### src/rtl/mbox_pkg.sv
`timescale 1ns/1ps
package mbox_pkg;
    typedef enum logic [1:0] {
        REG_RING = 2'd0,
        REG_PEND = 2'd1,
        REG_ACK  = 2'd2,
        REG_DONE = 2'd3
    } reg_sel_e;
endpackage

### src/rtl/mbox_status_bank.sv
`timescale 1ns/1ps
// Matrix of sticky status bits: row = owner, column = peer. Set beats clear.
module mbox_status_bank #(
    parameter int NP = 7
) (
    input  logic             clk,
    input  logic             rst_n,
    input  logic [NP*NP-1:0] set_i,
    input  logic [NP*NP-1:0] clr_i,
    output logic [NP*NP-1:0] stat_o,
    output logic [NP-1:0]    irq_o
);
    localparam int NB = NP * NP;

    typedef struct packed {
        logic [NB-1:0] stat;
        logic [NP-1:0] irq;
    } bank_s;

    bank_s st_d, st_q;

    always_comb begin
        st_d      = st_q;
        st_d.stat = (st_q.stat & ~clr_i) | set_i;
        for (int o = 0; o < NP; o++) begin
            st_d.irq[o] = |st_d.stat[o*NP +: NP];
        end
    end

    always_ff @(posedge clk or negedge rst_n) begin
        if (!rst_n) st_q <= '0;
        else        st_q <= st_d;
    end

    assign stat_o = st_q.stat;
    assign irq_o  = st_q.irq;

    for (genvar b = 0; b < NB; b++) begin : g_bit_chk
        // a set always lands, even against a clear
        p_set_lands_r1: assert property (@(posedge clk) disable iff (!rst_n)
            set_i[b] |=> stat_o[b]);
        // clear without a competing set empties the bit
        p_clear_w1c_r3: assert property (@(posedge clk) disable iff (!rst_n)
            (clr_i[b] && !set_i[b]) |=> !stat_o[b]);
        // nothing aimed at the bit means it holds
        p_hold_r7: assert property (@(posedge clk) disable iff (!rst_n)
            (!set_i[b] && !clr_i[b]) |=> $stable(stat_o[b]));
    end

    for (genvar o = 0; o < NP; o++) begin : g_irq_chk
        // combined interrupt tracks its row
        p_irq_or_r2: assert property (@(posedge clk) disable iff (!rst_n)
            irq_o[o] == (|stat_o[o*NP +: NP]));
    end
endmodule

### src/rtl/mbox_read_port.sv
`timescale 1ns/1ps
// Read mux for one processor's register window.
module mbox_read_port #(
    parameter int NP = 7
) (
    input  logic [1:0]    sel_i,
    input  logic [NP-1:0] pend_row_i,
    input  logic [NP-1:0] done_row_i,
    output logic [NP-1:0] rdata_o
);
    import mbox_pkg::*;

    always_comb begin
        case (reg_sel_e'(sel_i))
            REG_PEND: rdata_o = pend_row_i;
            REG_DONE: rdata_o = done_row_i;
            default:  rdata_o = '0;   // trigger registers read zero
        endcase
    end
endmodule

### src/rtl/mbox_doorbell.sv
`timescale 1ns/1ps
module mbox_doorbell #(
    parameter int NPROC = 7
) (
    input  logic                   clk,
    input  logic                   rst_n,
    input  logic [NPROC-1:0]       bus_we,
    input  logic [2*NPROC-1:0]     bus_sel,
    input  logic [NPROC*NPROC-1:0] bus_wdata,
    output logic [NPROC*NPROC-1:0] bus_rdata,
    output logic [NPROC-1:0]       irq_req,
    output logic [NPROC-1:0]       irq_ack
);
    import mbox_pkg::*;

    localparam int NP = NPROC;
    localparam int NB = NP * NP;

    logic [NP-1:0] wr_ring, wr_pend, wr_ack, wr_done;
    logic [NB-1:0] pend_set, pend_clr, done_set, done_clr;
    logic [NB-1:0] pend_stat, done_stat;

    for (genvar a = 0; a < NP; a++) begin : g_dec
        assign wr_ring[a] = bus_we[a] && (bus_sel[2*a +: 2] == REG_RING);
        assign wr_pend[a] = bus_we[a] && (bus_sel[2*a +: 2] == REG_PEND);
        assign wr_ack[a]  = bus_we[a] && (bus_sel[2*a +: 2] == REG_ACK);
        assign wr_done[a] = bus_we[a] && (bus_sel[2*a +: 2] == REG_DONE);
    end

    // Pending matrix: row = receiver r, column = sender s.
    // Done matrix: row = sender s, column = receiver r.
    for (genvar r = 0; r < NP; r++) begin : g_row
        for (genvar s = 0; s < NP; s++) begin : g_col
            assign pend_set[r*NP + s] = wr_ring[s] & bus_wdata[s*NP + r];
            assign pend_clr[r*NP + s] = wr_pend[r] & bus_wdata[r*NP + s];
            assign done_set[s*NP + r] = wr_ack[r]  & bus_wdata[r*NP + s];
            assign done_clr[s*NP + r] = wr_done[s] & bus_wdata[s*NP + r];
        end
    end

    mbox_status_bank #(.NP(NP)) u_pend_bank (
        .clk    (clk),
        .rst_n  (rst_n),
        .set_i  (pend_set),
        .clr_i  (pend_clr),
        .stat_o (pend_stat),
        .irq_o  (irq_req)
    );

    mbox_status_bank #(.NP(NP)) u_done_bank (
        .clk    (clk),
        .rst_n  (rst_n),
        .set_i  (done_set),
        .clr_i  (done_clr),
        .stat_o (done_stat),
        .irq_o  (irq_ack)
    );

    for (genvar p = 0; p < NP; p++) begin : g_rd
        mbox_read_port #(.NP(NP)) u_rd (
            .sel_i      (bus_sel[2*p +: 2]),
            .pend_row_i (pend_stat[p*NP +: NP]),
            .done_row_i (done_stat[p*NP +: NP]),
            .rdata_o    (bus_rdata[p*NP +: NP])
        );
    end
endmodule

### config.mk
export PLATFORM = sky130hd
export DESIGN_NAME = mbox_doorbell
export DESIGN_NICKNAME = d
export VERILOG_FILES = /design/src/rtl/mbox_pkg.sv /design/src/rtl/mbox_status_bank.sv /design/src/rtl/mbox_read_port.sv /design/src/rtl/mbox_doorbell.sv
export SDC_FILE = /design/constraint.sdc
export NUM_CORES = 1
export LEC_CHECK = 0
export ABC_AREA = 1
export BUFFER_PORTS_ARGS = -buffer_cell sky130_fd_sc_hd__buf_4
export CAP_MARGIN = 20
export CORE_ASPECT_RATIO = 0.7
export CORE_MARGIN = 1
export CORE_UTILIZATION = 59
export DETAILED_ROUTE_END_ITERATION = 8
export GPL_TIMING_DRIVEN = 0
export PLACE_DENSITY = 0.84
export SETUP_SLACK_MARGIN = 0.1
export SYNTH_ARGS = -nofsm -noshare
export SYNTH_HDL_FRONTEND = slang
export SYNTH_SLANG_ARGS = --single-unit
### constraint.sdc
create_clock -name clk -period 2.6 [get_ports clk]
set_input_delay 0.39 -clock clk [delete_from_list [all_inputs] [get_ports clk]]
set_output_delay 0.39 -clock clk [all_outputs]
set_load 0.01 [all_outputs]
Yosys cells after proc, flatten, opt, wreduce, memory -nomap -nowiden
Index checks and enable logic that the tools add are counted.
- input port bits: 72
- output and inout bits: 63
- logic and storage cells: 283
- bits in registers: 112
- reductions and logical operators: 49
- mux-type cells: 7
- bitwise logic cells: 202
- equal/unequal tests: 21
- operator list (cell ; number):
    $and 1x1->1 ; 196
    $and 49x49->49 ; 2
    $not 49->49 ; 2
    $or 49x49->49 ; 2
    $pmux 7 s2 ; 7
    $reduce_or 7->1 ; 14
    $eq 2x2->1 const B ; 14
    $logic_and 1x1->1 ; 28
    $eq 2x1->1 const B ; 7
    $logic_not 2->1 ; 7

Depth between registers and ports, before layout
Gate-level depths: netlist (run 1).
- depth in word-level cells: 7
- gate-level depth with buffers: 10
- gate-level depth less buffers: 8

Cells and area by module
From an unflattened synthesis (run 1), not the netlist that was laid out.
- cell total of the unflattened synthesis: 938
- area, all modules: 6603.8 sq um
- modules (own cells, without submodules) (module ; cells each ; sequential area each (sq um) ; area an instance (sq um) ; instances):
    mbox_status_bank ; 238 ; 1401.3 ; 2321.0 ; 2
    mbox_doorbell ; 294 ; 0.0 ; 1129.8 ; 1
    mbox_read_port ; 24 ; 0.0 ; 118.9 ; 7

Worst setup path after synthesis (run 1)
OpenSTA, ideal clock, no wires.
- path kind: input to output
- start: input port bus_sel[6]
- end: output port bus_rdata[21]
- path buffers: 1
- cell stages on the path: 4
- data required time: 2.210 ns
- slack: 1.191 ns
- arrival: 1.019 ns
- cells stage by stage: buf_2 > nand2_1 > inv_1 > a22o_1
- longest elaborated chain between the ends: 2
- elaborated cells between the ends (all ways): 3
- ends and longest elaborated chain (element ; line ; source):
    start: declaration ; mbox_doorbell.sv:8 ; input logic [2*NPROC-1:0] bus_sel,
    $eq 2x2->1 / $eq 2x1->1 (equally long branches) ; mbox_read_port.sv:14 ; case (reg_sel_e'(sel_i))
    $pmux 7 s2 * ; mbox_read_port.sv:14 ;
    end: declaration ; mbox_doorbell.sv:10 ; output logic [NPROC*NPROC-1:0] bus_rdata,
Mark *: on every way between the ends. The rest lies on a longest branch, timed or not.

Worst setup path after layout (run 1)
- start: input port bus_sel[12]
- end: output port bus_rdata[46]
The elaborated chain is that of the path after synthesis.

==> out/results.tsv, run 1 <==
metric	value	unit
rows	30	
grtUsageTotal	37.63	%
synthCells	803	
drcViolationCount	0	
report.final.slew_viol_count	0	
clk_pin_slew_worst_paths	0.07	ns
min_path_type	primary input to async pin	
grt_pass1_wl	29.79	mm
syn2layout_area_growth	23.34	%
max_clock_freq	574.7	MHz
finalHoldViolCount	0	
max_slew_margin	48.27	%
clock_path_buffers	2	
ctsResizeCount	0	
synth-seq-cells	112	
fin_skew	0.006796	ns
synth_area_per_cell	7.624	um2
max_stage_delay	0.25	ns
crit_path_start_kind	primary input	
cts_tree	yes	
antenna_found_initial	0	
netlist_top_cells_area	dfrtp_1 (46%), nand2_1 (16%), inv_1 (8.5%), nand4_1 (8.1%), a22o_1 (7.0%)	
crit_slowest_cell	a22o_1	
rsz0062_at_grt	false	
placed_area	7226	um2
grt_overflow_total	0	
status	complete, no violations	
ant_nets	0	
coreArea	9872	um2
syn_area	6122	um2
cp_top_family	buffers and inverters	
fin_nets	1009	
grt_max_degree	58	
stdcell_area	7551	um2
initial_core_util	62.02	%
power_per_cell_area	666.4	nW/um2
firstDrtPassIters	7	
die-area	10790	um2
yosysTopAreaCell	dfrtp_1	
finalSetupTns	0	ns
critPathCaptureType	primary output	
period_share	66.93	%
crit_type	primary input to primary output	
vias	6379	
ios	135	
ctsHoldBuffers	0	
die_h	87.23	um
cp_max_fo	10	
cp_cell_sequence	buf_4 -> clkbuf_8 -> nand2_4 -> inv_1 -> a22o_1 -> buf_4	
drive_gt1_share	19.75	%
worst_ep_arrival_time	1.35	ns
ys_seq_area_share	45.78	%
clockRootBuffer	clkbuf_16	
clkLatencyLatePin	0.36	ns
postCtsSetupRepairBufs	0	
htree_num_levels	3	
cts_buffers	9	
clock-sinks	112	
yosys_warnings	0	
ys_types	22	
wl_per_cell	18.40	um
worst_path_most_repeated_cell	buf_4	
report.final.setup_viol	0	
synthesis.nets	875	
required	2.21	ns
dp_hpwl	14.30	mm
min_period	1.740	ns
place_congestion	0.9674	
synth_top_area_share	45.78	%
vias_per_cell	5.956	
cellLeakagePower	4.058	nW
totalWireLength	19.71	mm
irDropWorstVdd	0.0003808	V
fillers	701	
tightest_slew	0.7759	ns
maxCapViolations	0	
die_w	123.8	um
cp_num_buf_inv	4	
io_buffers	122	
grt_pass1_vias	5886	
first_iter_violations	742	
per-layer routing:
| metal | vias up | GRT usage, % | wire length, um |
|---|---|---|---|
| li1 | 2858 | - | - |
| met1 | 2973 | 51.62 | 7931 |
| met2 | 478 | 56.67 | 8737 |
| met3 | 70 | 10.01 | 2404 |
| met4 | 0 | 15.55 | 634 |
| met5 | - | 0 | 0 |
metrics by stage:
step | std cells | power, mW | setup WS (ns) | hold slack, ns | utilization [%]
after floorplan | 803 | 2.938 | 1.191 | 0.09441 | -
after global placement | 1053 | 3.421 | 0.7844 | 0.4758 | 72.92
after detailed placement | 1054 | 3.489 | 0.7596 | 0.4872 | 73.19
after CTS | 1070 | 5.004 | 0.8768 | 0.1327 | 76.46
after global routing | 1070 | 5.253 | 0.8135 | 0.1676 | 76.46
final | 1071 | 5.032 | 0.8599 | 0.1130 | 76.49
cells in the mapped netlist (all sizes together):
cell and number:
a22o 49, nand2 260, nand4 79, nor2 75, clkbuf 2, o21ai 3, inv 141, buf 23
a21oi 32, dfrtp 112, nor3 4, nand3 23
registers in the layout, summed over array words and instances (netlist names):
| name | cells |
|---|---|
| u_pend_bank.irq_o | 7 |
| u_done_bank.irq_o | 7 |
| u_done_bank.stat_o | 49 |
| u_pend_bank.stat_o | 49 |
layout make-up:
cell class / instances / area, um2 / area share (%)
Timing Repair Buffer: 123 / 943.4 / 12.49
Clock buffer: 12 / 246.5 / 3.264
Tap cell: 128 / 160.2 / 2.121
Sequential cell: 112 / 2803 / 37.12
Multi-Input combinational cell: 525 / 2623 / 34.73
Clock inverter: 4 / 76.32 / 1.011
Buffer: 25 / 167.7 / 2.220
Antenna cell: 1 / 2.502 / 0.03314
Inverter: 141 / 529.3 / 7.009
path summary, 6_finish.rpt:
check / from / to / slack [ns] / cells after the start
min reg2reg: u_pend_bank.stat_o[4] / u_pend_bank.stat_o[4] / 0.50 / 2
max reg2reg: u_done_bank.stat_o[2] / u_done_bank.irq_o[0] / 1.54 / 4
min: rst_n / u_done_bank.stat_o[35] / 0.11 / 1
max: bus_sel[12] / bus_rdata[46] / 0.86 / 6
max in group asynchronous: rst_n / u_done_bank.stat_o[42] / 1.74 / 2
min in group clk: bus_wdata[0] / u_pend_bank.stat_o[0] / 0.29 / 3
logic make-up after synthesis:
kind of cell / after synthesis / synth area share (%)
AOI/OAI and AO/OA: 84 / 10.12
buffers and inverters: 166 / 11.38
and+or+nand+nor: 441 / 32.72
DFF: 112 / 45.78
placed cells by master, fill, tap and decap left out, types with 3 or more instances in the layout:
master and instances:
nand2_1 259, inv_1 138, buf_4 131, dfrtp_1 112, nand4_1 79, nor2_1 63, a22o_1 49, a21oi_1 28
nand3_1 22, buf_2 12, clkbuf_16 9, nor2_4 8, nor2_2 4, a21oi_2 4, inv_2 3, clkbuf_1 3
o21ai_0 3, nor3_2 3
where the power goes:
group          internal, mW  switching [mW]  total (mW)
clock network         0.876           0.648        1.52
registers              2.04           0.179        2.22
logic                 0.514           0.772        1.29
worst register-to-register path, stage by stage, from the launching register on:
cell and delay (ns):
dfrtp_1 0.39, a21oi_1 0.27, nand2_1 0.12, nor2_1 0.12
nand2_1 0.06
No activity file was read; power rests on OpenSTA's default activity.
==> run 2: changes to the inputs <==
--- a/config.mk
+++ b/config.mk
@@ -10,10 +10,10 @@
 export CAP_MARGIN = 20
 export CORE_ASPECT_RATIO = 0.7
 export CORE_MARGIN = 1
-export CORE_UTILIZATION = 59
+export CORE_UTILIZATION = 55
 export DETAILED_ROUTE_END_ITERATION = 8
 export GPL_TIMING_DRIVEN = 0
-export PLACE_DENSITY = 0.84
+export PLACE_DENSITY = 0.79
 export SETUP_SLACK_MARGIN = 0.1
 export SYNTH_ARGS = -nofsm -noshare
 export SYNTH_HDL_FRONTEND = slang
==> constraint.sdc (replaced) <==
create_clock -name clk -period 1.61 [get_ports clk]
set_input_delay 0.2415 -clock clk [delete_from_list [all_inputs] [get_ports clk]]
set_output_delay 0.2415 -clock clk [all_outputs]
set_load 0.01 [all_outputs]
==> out/results.tsv, run 2 (synthesis gave the netlist of run 1 again) <==
metric	value	unit	change
grt_use_met1	49.61	%	was 51.62%
drive_gt1_share	19.72	%	was 19.75%
wl_per_cell	17.27	um	was 18.40 um
cts_tree	yes		unchanged
final_common_cell	nand2_1		unchanged
report.final.slew_viol_count	0		unchanged
coreArea	10590	um2	was 9872 um2
required	1.37	ns	was 2.21 ns
die_h	90.27	um	was 87.23 um
clkLatencyLatePin	0.35	ns	was 0.36 ns
r2r_cells	4		unchanged
critPathCaptureType	primary output		unchanged
min_period	1.442	ns	
hold_end	u_pend_bank.stat_o[13]		
irDropWorstVdd	0.0006098	V	was 0.0003808 V
diodes	0		was 1
cellLeakagePower	4.048	nW	was 4.058 nW
final_cell_mix	nand2_1 (259), inv_1 (138), buf_4 (131), dfrtp_1 (112), nand4_1 (79)		unchanged
clk_pin_slew_worst_paths	0.07	ns	about the same
vias_per_cell	5.709		was 5.956
fin_nets	1010		was 1009
power_per_cell_area	1031	nW/um2	was 666.4 nW/um2
initial_core_util	57.82	%	was 62.02%
hold_start	bus_wdata[43]		
tightest_slew	0.7197	ns	was 0.7759 ns
totalWireLength	18.84	mm	was 19.71 mm
clockRootBuffer	clkbuf_16		unchanged
dp_hpwl	14.10	mm	was 14.30 mm
htree_num_levels	3		unchanged
period_share	89.55	%	
vias	6228		was 6379
maxCapViolations	0		unchanged
instances_no_fill	1091		was 1071
grt_pass1_vias	5792		was 5886
die_w	128.1	um	was 123.8 um
placed_area	7251	um2	was 7226 um2
max_slew_margin	51.76	%	was 48.27%
drcViolationCount	0		unchanged
ant_nets	0		unchanged
grt_pass1_wl	29.70	mm	was 29.79 mm
firstDrtPassIters	5		was 7
cp_max_fo	10		unchanged
r2r_slack	0.41	ns	was 1.54 ns
regToRegEndpoint	u_done_bank.irq_o[0]		unchanged
busiest_layer	met1		was met2
clock_path_buffers	2		unchanged
syn2layout_area_growth	23.36	%	was 23.34%
max_clock_freq	693.6	MHz	
grt_use_met2	49.50	%	was 56.67%
dp.cells	1074		was 1054
die-area	11560	um2	was 10790 um2
io_buffers	122		unchanged
postCtsSetupRepairBufs	0		unchanged
min_path_type	primary input to register		was primary input to async pin
place_congestion	0.8942		was 0.9674
fin_skew	0.004291	ns	was 0.006796 ns
clock-sinks	112		unchanged
status	complete, no violations		unchanged
gr-usage-met3	7.050	%	was 10.01%
grt_max_degree	70		was 58
antenna_found_initial	0		unchanged
ios	135		unchanged
cts_buffers	9		unchanged
report.final.setup_viol	0		unchanged
stdcell_area	7552	um2	was 7551 um2
finalHoldViolCount	0		unchanged
rows	31		was 30
grt_overflow_total	0		unchanged
rsz0062_at_grt	false		unchanged
crit_path_start_kind	primary input		unchanged
grtUsageTotal	34.04	%	was 37.63%
first_iter_violations	557		was 742
reg2reg_from	u_done_bank.stat_o[2]		unchanged
whs_path_depth	3		
worst_ep_arrival_time	1.20	ns	was 1.35 ns
crit_type	primary input to primary output		unchanged
run 2: changes by cell type in the layout (fill, tap and decap cells not counted), sizes merged:
cell	delta
bufinv	-2
diode	-1
clkbuf	+2
clkinv	+1
dlygate4sd3	+1
inv	-1
run 2: worst max path at each step:
stage	startpoint	to	slack, ns	cells past startpoint
detailed placement	bus_we[6]	u_done_bank.irq_o[3]	-0.05	8
floorplan	bus_sel[10]	u_done_bank.irq_o[5]	0.44	9
CTS	bus_sel[0]	bus_rdata[4]	0.19	5
finish	bus_sel[2]	bus_rdata[10]	0.17	6
global route	bus_sel[4]	bus_rdata[18]	0.13	5
global placement	bus_we[6]	u_done_bank.irq_o[1]	-0.03	8
run 2: area by class of cell:
type                       instances  area [um2]
fill                             889        3037
multi-input combinational        525        2628
sequential                       112        2803
clock inverter                     2       12.51
timing repair buffer             124       953.4
clock buffer                      14       274.0
tap                              148       185.2
buffer                            25       167.7
inverter                         141       529.3
run 2: stage by stage:
stage               total power [mW]  setup WS, ns  setup TNS [ns]  hold slack (ns)  utilization, %
floorplan                      4.745        0.4371               0         -0.05409               -
global placement               5.534      -0.03101        -0.09458           0.4735           68.21
detailed placement             5.619      -0.05348         -0.1412           0.2899           68.47
CTS                            7.771        0.1877               0           0.1344           71.28
global route                   8.203        0.1251               0           0.1423           71.32
finish                         7.786        0.1683               0           0.1419           71.32
run 2: layer usage:
| layer | part of all wire [%] | wire length (um) |
|---|---|---|
| met5 | 0 | 0 |
| met4 | 2.7 | 514 |
| met2 | 44 | 8362 |
| met1 | 43 | 8007 |
| met3 | 10 | 1953 |
run 2: power by group:
group	switching [mW]	internal [mW]	leakage, nW	total (mW)
registers	0.274	3.30	1.28	3.57
clock network	0.989	1.18	0.139	2.17
logic	1.21	0.832	2.63	2.05
total	2.48	5.31	4.05	7.79
run 2: critical path, cell delays in order:
cell,delay [ns]
buf_4,0.12
buf_4,0.16
nand2_1,0.11
inv_1,0.15
a22o_1,0.27
buf_4,0.15
run 2: timing repair:
| item | in CTS | in global routing |
|---|---|---|
| endpoints found under the setup margin | 0 | 1 |
| hold buffers | 1 | 0 |
| endpoints found under the hold margin | 43 | 0 |
| gates resized for setup | 0 | 1 |
==> run 3: changes to the inputs <==
--- a/config.mk
+++ b/config.mk
@@ -10,10 +10,11 @@
 export CAP_MARGIN = 20
 export CORE_ASPECT_RATIO = 0.7
 export CORE_MARGIN = 1
-export CORE_UTILIZATION = 55
+export CORE_UTILIZATION = 59
 export DETAILED_ROUTE_END_ITERATION = 8
+export GPL_ROUTABILITY_DRIVEN = 0
 export GPL_TIMING_DRIVEN = 0
-export PLACE_DENSITY = 0.79
+export PLACE_DENSITY = 0.84
 export SETUP_SLACK_MARGIN = 0.1
 export SYNTH_ARGS = -nofsm -noshare
 export SYNTH_HDL_FRONTEND = slang
==> constraint.sdc (replaced) <==
create_clock -name clk -period 1.7 [get_ports clk]
set_input_delay 0.255 -clock clk [delete_from_list [all_inputs] [get_ports clk]]
set_output_delay 0.255 -clock clk [all_outputs]
set_load 0.01 [all_outputs]
==> out/results.tsv, run 3 (synthesis gave the netlist of run 1 again) <==
metric	value	unit	change
rsz0062_at_grt	false		unchanged
min_period	1.483	ns	
netSwitchingFraction	31.97	%	was 31.81%
clockPowerShare	28.5	%	was 27.8%
cp_max_fo	10		unchanged
wl_per_cell	18.24	um	was 17.27 um
finalHoldViolCount	0		unchanged
die_w	123.8	um	was 128.1 um
cts_tree	yes		unchanged
totalWireLength	19.54	mm	was 18.84 mm
critPathCaptureType	primary output		unchanged
finalSetupTns	0	ns	unchanged
fin_skew	0.005507	ns	was 0.004291 ns
syn2layout_area_growth	22.95	%	was 23.36%
clkLatencyLatePin	0.35	ns	about the same
crit_path_start	bus_sel[0]		was bus_sel[2]
crit_slowest_cell	nor2_2		was a22o_1
ios	135		unchanged
final_cell_mix	nand2_1 (259), inv_1 (138), buf_4 (131), dfrtp_1 (112), nand4_1 (79)		unchanged
report.final.slew_viol_count	0		unchanged
period_share	87.26	%	
die_h	87.23	um	was 90.27 um
initial_core_util	62.02	%	was 57.82%
final_common_cell	nand2_1		unchanged
holdWs	0.1613	ns	was 0.1419 ns
clk_pin_slew_worst_paths	0.07	ns	about the same
placed_area	7226	um2	was 7251 um2
dp_hpwl	14.22	mm	was 14.10 mm
grt_pass1_vias	6010		was 5792
io_buffers	122		unchanged
min_path_type	primary input to register		unchanged
vias	6383		was 6228
antenna_found_initial	0		unchanged
cp_cell_sequence	buf_4 -> inv_1 -> nor2_2 -> a22o_1 -> buf_4		was buf_4 -> buf_4 -> nand2_1 -> inv_1 -> a22o_1 -> buf_4
drcViolationCount	0		unchanged
irDropWorstVdd	0.0006092	V	was 0.0006098 V
rows	30		was 31
grt_overflow_total	0		unchanged
grt_pass1_wl	29.99	mm	was 29.70 mm
layout.area.seq	2803	um2	unchanged
hold_start	bus_wdata[19]		was bus_wdata[43]
total_power	7.480	mW	was 7.786 mW
postCtsSetupRepairBufs	0		unchanged
fin_nets	1010		unchanged
grt_max_degree	75		was 70
status	complete, no violations		unchanged
fillers	719		was 889
ant_nets	0		unchanged
clockRootBuffer	clkbuf_16		unchanged
clock-sinks	112		unchanged
first_iter_violations	621		was 557
p_int	5.088	mW	was 5.309 mW
crit_type	primary input to primary output		unchanged
maxCapViolations	0		unchanged
stdcell_area	7527	um2	was 7552 um2
required	1.44	ns	was 1.37 ns
ctsResizeCount	0		unchanged
p_switching	2.392	mW	was 2.476 mW
die-area	10790	um2	was 11560 um2
multi_input_area	2623	um2	was 2628 um2
reg2reg_from	u_done_bank.stat_o[2]		unchanged
power_per_cell_area	993.7	nW/um2	was 1031 nW/um2
max_slew_margin	50.28	%	was 51.76%
p_seq_share	45.3	%	was 45.9%
crit_path_start_kind	primary input		unchanged
cts_buffers	9		unchanged
clock_path_buffers	2		unchanged
drive_gt1_share	19.64	%	was 19.72%
ctsHoldBuffers	1		unchanged
report.final.setup_viol	0		unchanged
max_clock_freq	674.1	MHz	
htree_num_levels	3		unchanged
worst_ep_arrival_time	1.23	ns	was 1.20 ns
p_comb_share	26.2	%	was 26.3%
max_stage_delay	0.34	ns	was 0.27 ns
firstDrtPassIters	7		was 5
cellLeakagePower	4.047	nW	was 4.048 nW
tightest_slew	0.7418	ns	was 0.7197 ns
final_util	76.25	%	was 71.32%
coreArea	9872	um2	was 10590 um2
vias_per_cell	5.960		was 5.709
grtUsageTotal	37.37	%	was 34.04%
worst_path_most_repeated_cell	buf_4		unchanged
-- run 3: cell type report --
class / instances / share of cell area, %
Timing Repair Buffer: 124 / 12.67
Multi-Input combinational cell: 525 / 34.84
Sequential cell: 112 / 37.23
Tap cell: 128 / 2.128
Clock inverter: 3 / 0.5652
Inverter: 141 / 7.031
Clock buffer: 12 / 3.275
Antenna cell: 1 / 0.03324
Buffer: 25 / 2.227
-- run 3: metrics by stage --
step	setup WS, ns	std cells
after floorplan	0.5136	803
after global placement	0.04680	1053
after detailed placement	0.01987	1054
after CTS	0.2600	1070
after global routing	0.1614	1070
final	0.2166	1071
-- run 3: worst paths after layout --
kind | end | slack, ns | cells after the start
hold / removal | u_pend_bank.stat_o[37] | 0.16 | 3
min in group asynchronous | u_done_bank.stat_o[35] | 0.44 | 2
setup / recovery | bus_rdata[3] | 0.22 | 5
max in group asynchronous | u_pend_bank.stat_o[22] | 0.51 | 3
hold reg to reg | u_pend_bank.stat_o[43] | 0.50 | 2
setup reg to reg | u_done_bank.irq_o[0] | 0.67 | 4
-- run 3: power by group through the flow --
stage | clock (mW) | combinational, mW | sequential (mW)
floorplan | 0 | 1.13 | 3.36
global placement | 0 | 1.83 | 3.39
detailed placement | 0 | 1.90 | 3.42
CTS | 2.14 | 1.92 | 3.38
global route | 2.26 | 2.15 | 3.43
finish | 2.13 | 1.96 | 3.39
-- run 3: routing by layer --
layer	share of wire, %	wire [um]	global-route usage, %	vias to the layer above
met5	0	0	1.923	-
met4	3.4	670	15.12	0
met3	13	2518	9.882	66
met2	44	8645	56.46	459
met1	39	7703	51.10	2992
li1	-	-	-	2866
-- run 3: worst max-delay path, delay by kind of cell --
family / cells / cell delay (ns)
buffers and inverters: 3 / 0.41
and+or+nand+nor: 1 / 0.34
AOI/OAI and AO/OA: 1 / 0.23
